--- src/rtl/duart_pkg.sv ---
package duart_pkg;
  localparam int DW = 8;
  localparam int AW = 4;

  localparam logic [AW-1:0] A_MODE_A = 4'h0;
  localparam logic [AW-1:0] A_STAT_A = 4'h1;
  localparam logic [AW-1:0] A_CMD_A  = 4'h2;
  localparam logic [AW-1:0] A_HOLD_A = 4'h3;
  localparam logic [AW-1:0] A_MASK   = 4'h4;
  localparam logic [AW-1:0] A_PRE_HI = 4'h5;
  localparam logic [AW-1:0] A_PRE_LO = 4'h6;
  localparam logic [AW-1:0] A_MODE_B = 4'h8;
  localparam logic [AW-1:0] A_STAT_B = 4'h9;
  localparam logic [AW-1:0] A_CMD_B  = 4'hA;
  localparam logic [AW-1:0] A_HOLD_B = 4'hB;
  localparam logic [AW-1:0] A_OP_SET = 4'hD;
  localparam logic [AW-1:0] A_OP_CLR = 4'hE;

  // mask / interrupt status bit positions
  localparam int M_TX_A = 0;
  localparam int M_RX_A = 1;
  localparam int M_CNT  = 3;
  localparam int M_TX_B = 4;
  localparam int M_RX_B = 5;

  localparam int PWR_BIT = 2;
endpackage

--- src/rtl/duart_rx_fifo.sv ---
module duart_rx_fifo #(
  parameter int DW    = 8,
  parameter int DEPTH = 3
) (
  input  logic          clk,
  input  logic          rst,
  input  logic          push,
  input  logic [DW-1:0] din,
  input  logic          pop_req,
  output logic [DW-1:0] head,
  output logic          full,
  output logic          ready,
  output logic          more
);
  localparam int PW = (DEPTH > 1) ? $clog2(DEPTH) : 1;
  localparam logic [PW-1:0] LAST = PW'(DEPTH - 1);

  function automatic logic [PW-1:0] bump(input logic [PW-1:0] p);
    return (p == LAST) ? '0 : p + 1'b1;
  endfunction

  logic [DW-1:0] mem [DEPTH];
  logic [PW-1:0] wp_q, rp_q, wp_n, rp_n;
  logic          full_q, ready_q, full_n, ready_n;
  logic          push_ok, pop;

  assign push_ok = push && !full_q;
  assign pop     = pop_req && ready_q;

  always_comb begin
    wp_n    = push_ok ? bump(wp_q) : wp_q;
    rp_n    = pop ? bump(rp_q) : rp_q;
    full_n  = full_q;
    ready_n = ready_q;
    if (push_ok) begin
      full_n = (wp_n == rp_n);
    end else if (pop) begin
      full_n = 1'b0;
    end
    if (push) begin
      ready_n = 1'b1;
    end else if (pop && (rp_n == wp_q)) begin
      ready_n = 1'b0;
    end
  end

  always_ff @(posedge clk) begin
    if (push_ok) mem[wp_q] <= din;
  end

  always_ff @(posedge clk) begin
    if (rst) begin
      wp_q    <= '0;
      rp_q    <= '0;
      full_q  <= 1'b0;
      ready_q <= 1'b0;
    end else begin
      wp_q    <= wp_n;
      rp_q    <= rp_n;
      full_q  <= full_n;
      ready_q <= ready_n;
    end
  end

  assign head  = mem[rp_q];
  assign full  = full_q;
  assign ready = ready_q;
  assign more  = pop && (push_ok || (rp_n != wp_q));

  a_r4_full_implies_ready: assert property (@(posedge clk) disable iff (rst)
    full_q |-> ready_q);
  a_r4_no_store_when_full: assert property (@(posedge clk) disable iff (rst)
    (full_q && push && !pop) |=> ($stable(wp_q) && full_q));
  a_r6_empty_read_holds: assert property (@(posedge clk) disable iff (rst)
    (pop_req && !ready_q && !push) |=> $stable(rp_q));
endmodule

--- src/rtl/duart_chan.sv ---
module duart_chan #(
  parameter int DW    = 8,
  parameter int DEPTH = 3
) (
  input  logic          clk,
  input  logic          rst,
  input  logic          wr_mode,
  input  logic          wr_cmd,
  input  logic          wr_hold,
  input  logic          rd_hold,
  input  logic [DW-1:0] wdata,
  input  logic          rx_push,
  input  logic [DW-1:0] rx_data,
  input  logic          txr_in,
  output logic [DW-1:0] mode_rd,
  output logic [DW-1:0] status,
  output logic [DW-1:0] head,
  output logic          rx_rdy,
  output logic          rx_evt,
  output logic          more,
  output logic          tx_en,
  output logic          tx_load,
  output logic [DW-1:0] tx_data
);
  logic [DW-1:0] mode_q [2];
  logic          mode_ptr;
  logic          rx_en_q, tx_en_q;
  logic          loop, push;
  logic [DW-1:0] push_data;
  logic          full;

  assign loop      = (mode_q[1][7:6] == 2'b10);
  assign push      = (wr_hold && loop) || (rx_push && rx_en_q);
  assign push_data = (wr_hold && loop) ? wdata : rx_data;

  always_ff @(posedge clk) begin
    if (rst) begin
      mode_q[0] <= '0;
      mode_q[1] <= '0;
      mode_ptr  <= 1'b0;
      rx_en_q   <= 1'b0;
      tx_en_q   <= 1'b0;
      tx_load   <= 1'b0;
      tx_data   <= '0;
    end else begin
      tx_load <= wr_hold && !loop;
      if (wr_hold && !loop) tx_data <= wdata;
      if (wr_mode) begin
        mode_q[mode_ptr] <= wdata;
        mode_ptr         <= 1'b1;
      end else if (wr_cmd && (wdata[6:4] == 3'b001)) begin
        mode_ptr <= 1'b0;
      end
      if (wr_cmd) begin
        if (wdata[1])      rx_en_q <= 1'b0;
        else if (wdata[0]) rx_en_q <= 1'b1;
        if (wdata[3])      tx_en_q <= 1'b0;
        else if (wdata[2]) tx_en_q <= 1'b1;
      end
    end
  end

  duart_rx_fifo #(.DW(DW), .DEPTH(DEPTH)) u_fifo (
    .clk    (clk),
    .rst    (rst),
    .push   (push),
    .din    (push_data),
    .pop_req(rd_hold),
    .head   (head),
    .full   (full),
    .ready  (rx_rdy),
    .more   (more)
  );

  assign mode_rd = mode_q[mode_ptr];
  assign status  = {3'b000, tx_en_q, rx_en_q, txr_in, full, rx_rdy};
  assign rx_evt  = push;
  assign tx_en   = tx_en_q;

  a_r3_loop_no_tx: assert property (@(posedge clk) disable iff (rst)
    (wr_hold && loop) |=> !tx_load);
  a_r2_ptr_sticks: assert property (@(posedge clk) disable iff (rst)
    (mode_ptr && !wr_cmd) |=> mode_ptr);
  a_r11_rx_gate: assert property (@(posedge clk) disable iff (rst)
    (rx_push && !rx_en_q && !wr_hold && !rx_rdy && !rd_hold) |=> !rx_rdy);
endmodule

--- src/rtl/duart_regs.sv ---
module duart_regs
  import duart_pkg::*;
#(
  parameter int FIFO_DEPTH = 3
) (
  input  logic          clk,
  input  logic          rst,
  input  logic [AW-1:0] addr,
  input  logic          wr_en,
  input  logic          rd_en,
  input  logic [DW-1:0] wdata,
  output logic [DW-1:0] rdata,
  input  logic          rx_push_a,
  input  logic [DW-1:0] rx_data_a,
  input  logic          rx_push_b,
  input  logic [DW-1:0] rx_data_b,
  input  logic          txr_a,
  input  logic          txr_b,
  input  logic          cnt_expire,
  output logic          tx_load_a,
  output logic [DW-1:0] tx_data_a,
  output logic          tx_load_b,
  output logic [DW-1:0] tx_data_b,
  output logic [15:0]   counter_preset,
  output logic [DW-1:0] op_out,
  output logic          power_off,
  output logic          irq
);
  localparam int NCH = 2;

  logic [DW-1:0] imr_q, op_q;
  logic [15:0]   pre_q;
  logic          cnt_rdy_q, irq_q, pwr_q;

  logic [NCH-1:0]          ch_wr_mode, ch_wr_cmd, ch_wr_hold, ch_rd_hold;
  logic [NCH-1:0]          ch_push, ch_txr, ch_rdy, ch_evt, ch_more, ch_txen, ch_load;
  logic [NCH-1:0][DW-1:0]  ch_rxd, ch_mode, ch_stat, ch_head, ch_txd;
  logic [NCH-1:0][AW-1:0]  ch_base;

  assign ch_base = {A_MODE_B, A_MODE_A};
  assign ch_push = {rx_push_b, rx_push_a};
  assign ch_rxd  = {rx_data_b, rx_data_a};
  assign ch_txr  = {txr_b, txr_a};

  for (genvar c = 0; c < NCH; c++) begin : g_ch
    assign ch_wr_mode[c] = wr_en && (addr == ch_base[c]);
    assign ch_wr_cmd[c]  = wr_en && (addr == ch_base[c] + 4'd2);
    assign ch_wr_hold[c] = wr_en && (addr == ch_base[c] + 4'd3);
    assign ch_rd_hold[c] = rd_en && (addr == ch_base[c] + 4'd3);

    duart_chan #(.DW(DW), .DEPTH(FIFO_DEPTH)) u_chan (
      .clk    (clk),
      .rst    (rst),
      .wr_mode(ch_wr_mode[c]),
      .wr_cmd (ch_wr_cmd[c]),
      .wr_hold(ch_wr_hold[c]),
      .rd_hold(ch_rd_hold[c]),
      .wdata  (wdata),
      .rx_push(ch_push[c]),
      .rx_data(ch_rxd[c]),
      .txr_in (ch_txr[c]),
      .mode_rd(ch_mode[c]),
      .status (ch_stat[c]),
      .head   (ch_head[c]),
      .rx_rdy (ch_rdy[c]),
      .rx_evt (ch_evt[c]),
      .more   (ch_more[c]),
      .tx_en  (ch_txen[c]),
      .tx_load(ch_load[c]),
      .tx_data(ch_txd[c])
    );
  end

  assign tx_load_a = ch_load[0];
  assign tx_load_b = ch_load[1];
  assign tx_data_a = ch_txd[0];
  assign tx_data_b = ch_txd[1];

  logic tx_cond_a, tx_cond_b;
  assign tx_cond_a = ch_txen[0] && txr_a;
  assign tx_cond_b = ch_txen[1] && txr_b;

  logic [DW-1:0] isr;
  assign isr = {2'b00, ch_rdy[1], tx_cond_b, cnt_rdy_q, 1'b0, ch_rdy[0], tx_cond_a};

  logic wr_mask, set_ev, irq_n;
  assign wr_mask = wr_en && (addr == A_MASK);
  assign set_ev  = (ch_evt[0] && imr_q[M_RX_A]) || (ch_evt[1] && imr_q[M_RX_B]) ||
                   (cnt_expire && imr_q[M_CNT]) || (|ch_more);

  always_comb begin
    if (wr_mask)
      irq_n = set_ev || (wdata[M_TX_A] && tx_cond_a) || (wdata[M_TX_B] && tx_cond_b);
    else
      irq_n = irq_q || set_ev;
  end

  logic [DW-1:0] rd_mux;
  always_comb begin
    case (addr)
      A_MODE_A: rd_mux = ch_mode[0];
      A_STAT_A: rd_mux = ch_stat[0];
      A_HOLD_A: rd_mux = ch_head[0];
      A_MASK:   rd_mux = isr;
      A_PRE_HI: rd_mux = pre_q[15:8];
      A_PRE_LO: rd_mux = pre_q[7:0];
      A_MODE_B: rd_mux = ch_mode[1];
      A_STAT_B: rd_mux = ch_stat[1];
      A_HOLD_B: rd_mux = ch_head[1];
      A_OP_SET: rd_mux = op_q;
      default:  rd_mux = '0;
    endcase
  end

  always_ff @(posedge clk) begin
    if (rst) begin
      imr_q     <= '0;
      op_q      <= '0;
      pre_q     <= '0;
      cnt_rdy_q <= 1'b0;
      irq_q     <= 1'b0;
      pwr_q     <= 1'b0;
      rdata     <= '0;
    end else begin
      irq_q <= irq_n;
      if (rd_en) rdata <= rd_mux;
      if (wr_mask) imr_q <= wdata;
      if (wr_en && addr == A_PRE_HI) pre_q[15:8] <= wdata;
      if (wr_en && addr == A_PRE_LO) pre_q[7:0]  <= wdata;
      if (wr_en && addr == A_OP_SET) begin
        op_q <= op_q | wdata;
        if (wdata[PWR_BIT]) pwr_q <= 1'b1;
      end
      if (wr_en && addr == A_OP_CLR) op_q <= op_q & ~wdata;
      if (cnt_expire) cnt_rdy_q <= 1'b1;
      else if (rd_en && addr == A_MASK) cnt_rdy_q <= 1'b0;
    end
  end

  assign counter_preset = pre_q;
  assign op_out         = op_q;
  assign power_off      = pwr_q;
  assign irq            = irq_q;

  a_r10_power_sticky: assert property (@(posedge clk) disable iff (rst)
    power_off |=> power_off);
  a_r9_cnt_sets_status: assert property (@(posedge clk) disable iff (rst)
    cnt_expire |=> cnt_rdy_q);
  a_r5_rx_irq_a: assert property (@(posedge clk) disable iff (rst)
    (ch_evt[0] && imr_q[M_RX_A]) |=> irq);
  a_r7_mask_clears: assert property (@(posedge clk) disable iff (rst)
    (wr_mask && wdata == 8'h00 && !(|ch_more) && !(|ch_evt) && !cnt_expire) |=> !irq);
  a_r12_rdata_hold: assert property (@(posedge clk) disable iff (rst)
    !rd_en |=> $stable(rdata));
endmodule

--- config.mk ---
export PLATFORM = sky130hd
export DESIGN_NAME = duart_regs
export DESIGN_NICKNAME = d
export VERILOG_FILES = /design/src/rtl/duart_pkg.sv /design/src/rtl/duart_rx_fifo.sv /design/src/rtl/duart_chan.sv /design/src/rtl/duart_regs.sv
export SDC_FILE = /design/constraint.sdc
export NUM_CORES = 1
export LEC_CHECK = 0
export ABC_AREA = 1
export BUFFER_PORTS_ARGS = -buffer_cell sky130_fd_sc_hd__buf_4
export CAP_MARGIN = 20
export CORE_ASPECT_RATIO = 0.9
export CORE_UTILIZATION = 50
export CTS_BUF_LIST = sky130_fd_sc_hd__clkbuf_4 sky130_fd_sc_hd__clkbuf_8 sky130_fd_sc_hd__clkbuf_16
export DETAILED_ROUTE_END_ITERATION = 6
export PLACE_DENSITY = 0.71
export SLEW_MARGIN = 40
export SYNTH_ARGS = -nofsm -noshare
export SYNTH_HDL_FRONTEND = slang
export SYNTH_SLANG_ARGS = --single-unit
--- constraint.sdc ---
create_clock -name clk -period 3.4 [get_ports clk]
set_input_delay 0.68 -clock clk [delete_from_list [all_inputs] [get_ports clk]]
set_output_delay 0.68 -clock clk [all_outputs]
set_load 0.005 [all_outputs]
==> out/metrics.yaml, run 1 <==
die_area_sq_um: 14100
wirelength_um: 18800
final_antenna_net_count: 0
drc: 11
power_leakage_uw: 0.00339
cts_inserted_buffers: 17
drtIter0Drc: 657
post-dp-hpwl_um: 13500
syn_area_sq_um: 6810
cts_setup_buffers: 0
hold_depth: 2
syn_to_final_growth_pct: 20.2
netlist_instances: 809
firstDrtPassIters: 7
die_w_um: 125
cts_tree: "built"
violations: "design-rule violations"
power.total_uw: 4020
htree_levels: 4
worstHoldStart: "power_off"
fin_cells: 1079
worstPathMaxFanout: 17
start_kind: "input port"
maxSlewViolCount: 0
drive_gt1_share_pct: 16.8
cts_root_buf: "clkbuf_16"
avgSynthCellArea_sq_um: 8.42
grt_max_degree: 39
slew_headroom_pct: 48.0
hold_class: "flop to flop"
fin_nets: 935
clock-sinks: 156
grt_pass1_wl_um: 29000
syn_nets: 846
netlist-cell-type-count: 32
ctsLongestPathBuffers: 2
antennaDiodeCount: 0
period_minus_slack_ns: 2.22
dp_slack_ns: 0.726
ys_warn_count: 0
reg2reg_from: "g_ch[1].u_chan.mode_q[1][6]"
path_clk_slew_ns: 0.06
antenna_found_initial: 0
r2r_cells: 7
setup_violations: 0
row_count: 40
clk_latency_ns: 0.43
pin_count: 89
finalWeightedCongestion: 0.943
ys_seq_area_share_pct: 57.6
crit_type: "input port to flop"
irDropWorstVdd_mv: 0.370
grt_pass1_vias: 5327
grt_setup_unrepaired: "no"
globalRouteTotalUtil_pct: 27.5
portBuffers: 88
status: "finished, violations left"
synth_top_area_share_pct: 35.3
core_sq_um: 13300
arrival_ns: 2.28
tns_ns: 0
via_count: 5885
fin_skew_ns: 0.0116
synth_area_leader_cell: "edfxtp_1"
initial_core_util_pct: 51.2
cp-startpoint: "addr[3]"
fin_util_pct: 61.5
finalHoldViolCount: 0
critPathRequiredTime_ns: 3.46
p_per_area_nw_per_um2: 491
grt_remaining_overflow: 0
drv_cap: 0
post_drt_wl_per_cell_um: 17.4
via_per_inst: 5.45
tightest_slew_ns: 0.777
setup_slack_ns: 1.18
period_share_pct: 65.3
max_freq_mhz: 450
hold_buffers: 0
cts.repair.resized: 0
placedCellCount: 1047
endpoint_kind: "flop"
ys_ff_latch: 156
die_h_um: 113
synthTopCellsByArea: "edfxtp_1 35%, dfxtp_1 22%, nand2_1 13%"
worst max-delay path, cell delays in order:
cell,delay (ns)
buf_4,0.13
nor2_2,0.19
nand2_1,0.12
nor2_1,0.18
nand2_2,0.22
nand2_2,0.14
nand2_2,0.11
nor3_2,0.51
power breakdown:
| part | switching [uW] | internal (uW) |
|---|---|---|
| Clock | 802 | 954 |
| Combinational | 155 | 81.6 |
| Sequential | 19.4 | 2010 |
cell type report:
class                           count  area [sq um]
Clock buffer                       18           433
Clock inverter                     14           115
Fill cell                        1210          5120
Inverter                           82           308
Multi-Input combinational cell    544          2470
Sequential cell                   156          3920
Tap cell                          168           210
Timing Repair Buffer               97           728
state kept, by name (all words and copies together), names as in the netlist, 2 cells and up, named ones only:
name                      count
g_ch.u_chan.tx_en             2
g_ch.u_chan.tx_data          16
g_ch.u_chan.rx_en_q           2
counter_preset               16
g_ch.u_chan.mode_ptr          2
g_ch.u_chan.u_fifo.rp_q       4
g_ch.u_chan.mode_q           32
g_ch.u_chan.u_fifo.mem       48
g_ch.u_chan.u_fifo.full       2
g_ch.u_chan.tx_load           2
g_ch.u_chan.u_fifo.wp_q       4
imr_q                         3
g_ch.u_chan.u_fifo.ready      2
rdata                         8
stage by stage:
stage | instance area (sq um) | hold slack [ns]
floorplan | 6810 | 0.445
CTS | 8190 | 0.450
finish | 8190 | 0.447
global route | 8190 | 0.464
detailed placement | 7640 | 0.441
global placement | 7640 | 0.440
cells by family after synthesis:
family                 count (synthesis)  synth area share [%]
AND/OR/NAND/NOR                      387                  23.9
AO/OA/AOI/OAI                        157                  12.3
flip-flops                           156                  57.6
buffers and inverters                109                  6.21
Yosys cell counts (all sizes together):
library cell  count
a22o              1
nand2           233
nor3             12
nand4            10
nor3b             2
edfxtp           80
a211oi            2
o211ai            2
or2               2
nand3b            3
dfxtp            76
o21ai            71
nand3            40
o22ai             3
clkinv            7
nor2             85
inv              75
buf              11
o2111ai           2
clkbuf           16
a221oi            8
a21oi            68
layout by cell type, fill, tap and decap left out:
cell type / netlist / final
buf_4: 1 / 97
nand2_1: 227 / 227
inv_2: 6 / 6
nor2_2: 6 / 7
nor3_2: 3 / 3
edfxtp_1: 80 / 80
o2111ai_1: 2 / 2
a221oi_1: 8 / 8
o21ai_0: 71 / 71
clkinv_4: 0 / 7
clkinv_1: 7 / 8
dfxtp_1: 76 / 76
nor3b_2: 1 / 1
or2_2: 1 / 1
clkbuf_16: 0 / 17
nor3b_1: 1 / 1
nor2_1: 79 / 78
inv_1: 69 / 69
nand3_2: 1 / 1
inv_6: 0 / 4
nand2_2: 5 / 5
nand2_4: 1 / 1
a21oi_1: 68 / 68
nand3b_1: 3 / 3
nand4_1: 10 / 10
a22o_1: 1 / 1
clkbuf_4: 0 / 1
or2_1: 1 / 1
o22ai_1: 3 / 3
o211ai_1: 2 / 2
a211oi_1: 2 / 2
nor3_1: 9 / 9
clkinvlp_4: 0 / 2
nand3_1: 39 / 39
path summary, 6_finish.rpt:
| kind | endpoint | slack (ns) |
|---|---|---|
| worst min register to register | power_off | 0.45 |
| worst max-delay path | g_ch[0].u_chan.u_fifo.mem[1][5] | 1.18 |
| worst max register to register | g_ch[1].u_chan.u_fifo.mem[1][4] | 1.39 |
| worst min-delay path | power_off | 0.45 |
metal layers:
layer,GRT usage [%],wire (um),up-vias
met5,0,0,-
met4,9.84,423,0
met3,5.72,1770,34
met2,42.1,8240,301
met1,38.9,8370,2666
li1,-,-,2884
(Power assumes the default switching activity.)
==> inputs of run 2 (changes only) <==
==> constraint.sdc (replaced) <==
create_clock -name clk -period 2.1 [get_ports clk]
set_input_delay 0.42 -clock clk [delete_from_list [all_inputs] [get_ports clk]]
set_output_delay 0.42 -clock clk [all_outputs]
set_load 0.005 [all_outputs]
==> run 2 against run 1 <==
Against the previous run: the run still ends with design-rule violations left; worst hold slack worse by 0.23 ns; clock skew down 0.0029 ns; final cell count up 2.3%; worst setup slack worse by 1.0 ns; highest routed layer unchanged.
==> out/metrics.yaml, run 2 (synthesis results as in run 1) <==
largest_reg_flops: 48  # unchanged
clk_latency_ns: 0.43  # about the same
core_sq_um: 13300  # unchanged
hold-worst-slack_ns: 0.212  # -0.235 ns
layout_common_cells: "227 x nand2_1, 122 x buf_4, 80 x edfxtp_1"
violations: "design-rule violations"
cp_cell_sequence: "clkinv_1 > nand2_1 > nand2_1 > nand2_1 > o21ai_0 > nor3_1 > nand4_1 > nand2_1 > a21oi_1"
sequentialPowerShare_pct: 47.1  # -3.4 points
die_w_um: 125  # unchanged
hold_buffers: 0  # unchanged
drc: 4  # -7
regMostFlops: "g_ch.u_chan.u_fifo.mem"
cpMostUsedCell: "nand2_1"
sw_frac_of_total_pct: 21.9  # -2.4 points
slowest_stage: "dfxtp_1"
p_per_area_nw_per_um2: 826  # +68%
start_kind: "flop"
portBuffers: 88  # unchanged
critPathRequiredTime_ns: 2.40  # -1.06 ns
antennaDiodeCount: 0  # unchanged
via_count: 6011  # +2.1%
htree_levels: 4  # unchanged
tns_ns: 0  # unchanged
drtIter0Drc: 651  # -0.91%
arrival_ns: 2.22  # -0.06 ns
die_area_sq_um: 14100  # unchanged
worstPathMaxFanout: 9  # -8
firstDrtPassIters: 7  # unchanged
die_h_um: 113  # unchanged
endpoint_kind: "flop"
cts_setup_buffers: 0  # unchanged
pin_count: 89  # unchanged
slowest_delay_ns: 0.46  # -0.05 ns
initial_core_util_pct: 51.2  # unchanged
cts_inserted_buffers: 17  # unchanged
antenna_found_initial: 0  # unchanged
clkPwrFrac_pct: 47.2  # +3.6 points
wirelength_um: 19300  # +2.6%
irDropWorstVdd_mv: 0.592  # +60%
grt_pass1_wl_um: 29900  # +3.3%
power_leakage_uw: 0.00356  # +4.9%
globalRouteTotalUtil_pct: 28.5  # +0.96 points
grt_remaining_overflow: 0  # unchanged
grt_pass1_vias: 5519  # +3.6%
fin_nets: 960  # +2.7%
setup_violations: 0  # unchanged
tightest_slew_ns: 0.656  # -0.121 ns
final_antenna_net_count: 0  # unchanged
p_int_uw: 5460  # +79%
syn_to_final_growth_pct: 24.2
post-dp-hpwl_um: 13800  # +2.9%
p_sw_uw: 1530  # +57%
fin_skew_ns: 0.00871  # -0.00293 ns
drv_cap: 0  # unchanged
reg_top3: "g_ch.u_chan.u_fifo.mem: 48 flops, g_ch.u_chan.mode_q: 32 flops"
r2r_cells: 9  # +2
hold_class: "input port to flop"
slew_headroom_pct: 56.1  # +8.1 points
fin_cells: 1104  # +2.3%
cts_tree: "built"
period_share_pct: 91.3
grt_max_degree: 38  # -2.6%
layout_commonest_cell: "nand2_1"
drive_gt1_share_pct: 19.0  # +2.2 points
via_per_inst: 5.44  # -0.17%
finalWeightedCongestion: 0.963  # +2.1%
maxSlewViolCount: 0  # unchanged
cts.repair.resized: 0  # unchanged
cts_root_buf: "clkbuf_16"
row_count: 40  # unchanged
status: "finished, violations left"
post_drt_wl_per_cell_um: 17.5  # +0.30%
crit_type: "flop to flop"
grt_setup_unrepaired: "no"
max_freq_mhz: 521
hold_depth: 2  # unchanged
placedCellCount: 1072  # +2.4%
finalHoldViolCount: 0  # unchanged
period_minus_slack_ns: 1.92
path_clk_slew_ns: 0.06  # about the same
clock-sinks: 156  # unchanged
p_comb_share_pct: 5.8  # about the same
ctsLongestPathBuffers: 2  # unchanged
[run 2: changes by cell type in the layout (fill, tap and decap cells not counted), sizes merged]
cell,before,now
buf,97,122
clkinv,15,10
bufinv,0,4
clkbuf,18,20
inv,79,78
[run 2: area by class of cell]
cell class	instances	area (sq um)
Inverter	82	308
Multi-Input combinational cell	544	2470
Tap cell	168	210
Clock buffer	20	454
Fill cell	1102	4850
Clock inverter	12	185
Sequential cell	156	3920
Timing Repair Buffer	122	916
[run 2: worst paths after layout]
check / from / to / slack (ns)
hold reg to reg: power_off / power_off / 0.45
hold / removal: wdata[5] / flop / 0.21
setup reg to reg: flop / rdata[7] / 0.18
setup / recovery: flop / rdata[7] / 0.18
[run 2: stage by stage]
| step | total power [uW] | util [%] | cell area (sq um) | setup slack (ns) |
|---|---|---|---|---|
| finish | 6990 | 63.6 | 8460 | 0.182 |
| CTS | 6990 | 63.6 | 8460 | 0.241 |
| floorplan | 3530 | - | 6810 | 0.00801 |
| global route | 7170 | 63.6 | 8460 | 0.0934 |
| global placement | 3750 | 58.8 | 7830 | 0.117 |
| detailed placement | 3750 | 58.8 | 7830 | 0.0684 |
[run 2: worst max-delay path, delay by kind of cell, from the launching register on]
kind / cells / cell delay [ns]
DFF: 1 / 0.46
and+or+nand+nor: 6 / 0.89
AOI/OAI and AO/OA: 2 / 0.16
buffers and inverters: 1 / 0.27
[run 2: metal layers]
layer / vias up / wire [um] / share of wire [%] / track usage (%)
met1: 2745 / 8690 / 45 / 40.1
met2: 304 / 8390 / 43 / 42.5
met4: 0 / 567 / 2.9 / 11.9
met5: - / 0 / 0 / 0
met3: 35 / 1640 / 8.5 / 6.52
li1: 2927 / - / - / -
[run 2: power groups by stage]
| stage | clock network (uW) | registers, uW | logic [uW] |
|---|---|---|---|
| floorplan | 0 | 3340 | 186 |
| global placement | 0 | 3360 | 392 |
| detailed placement | 0 | 3360 | 395 |
| CTS | 3310 | 3290 | 397 |
| global route | 3440 | 3300 | 437 |
| finish | 3300 | 3290 | 403 |
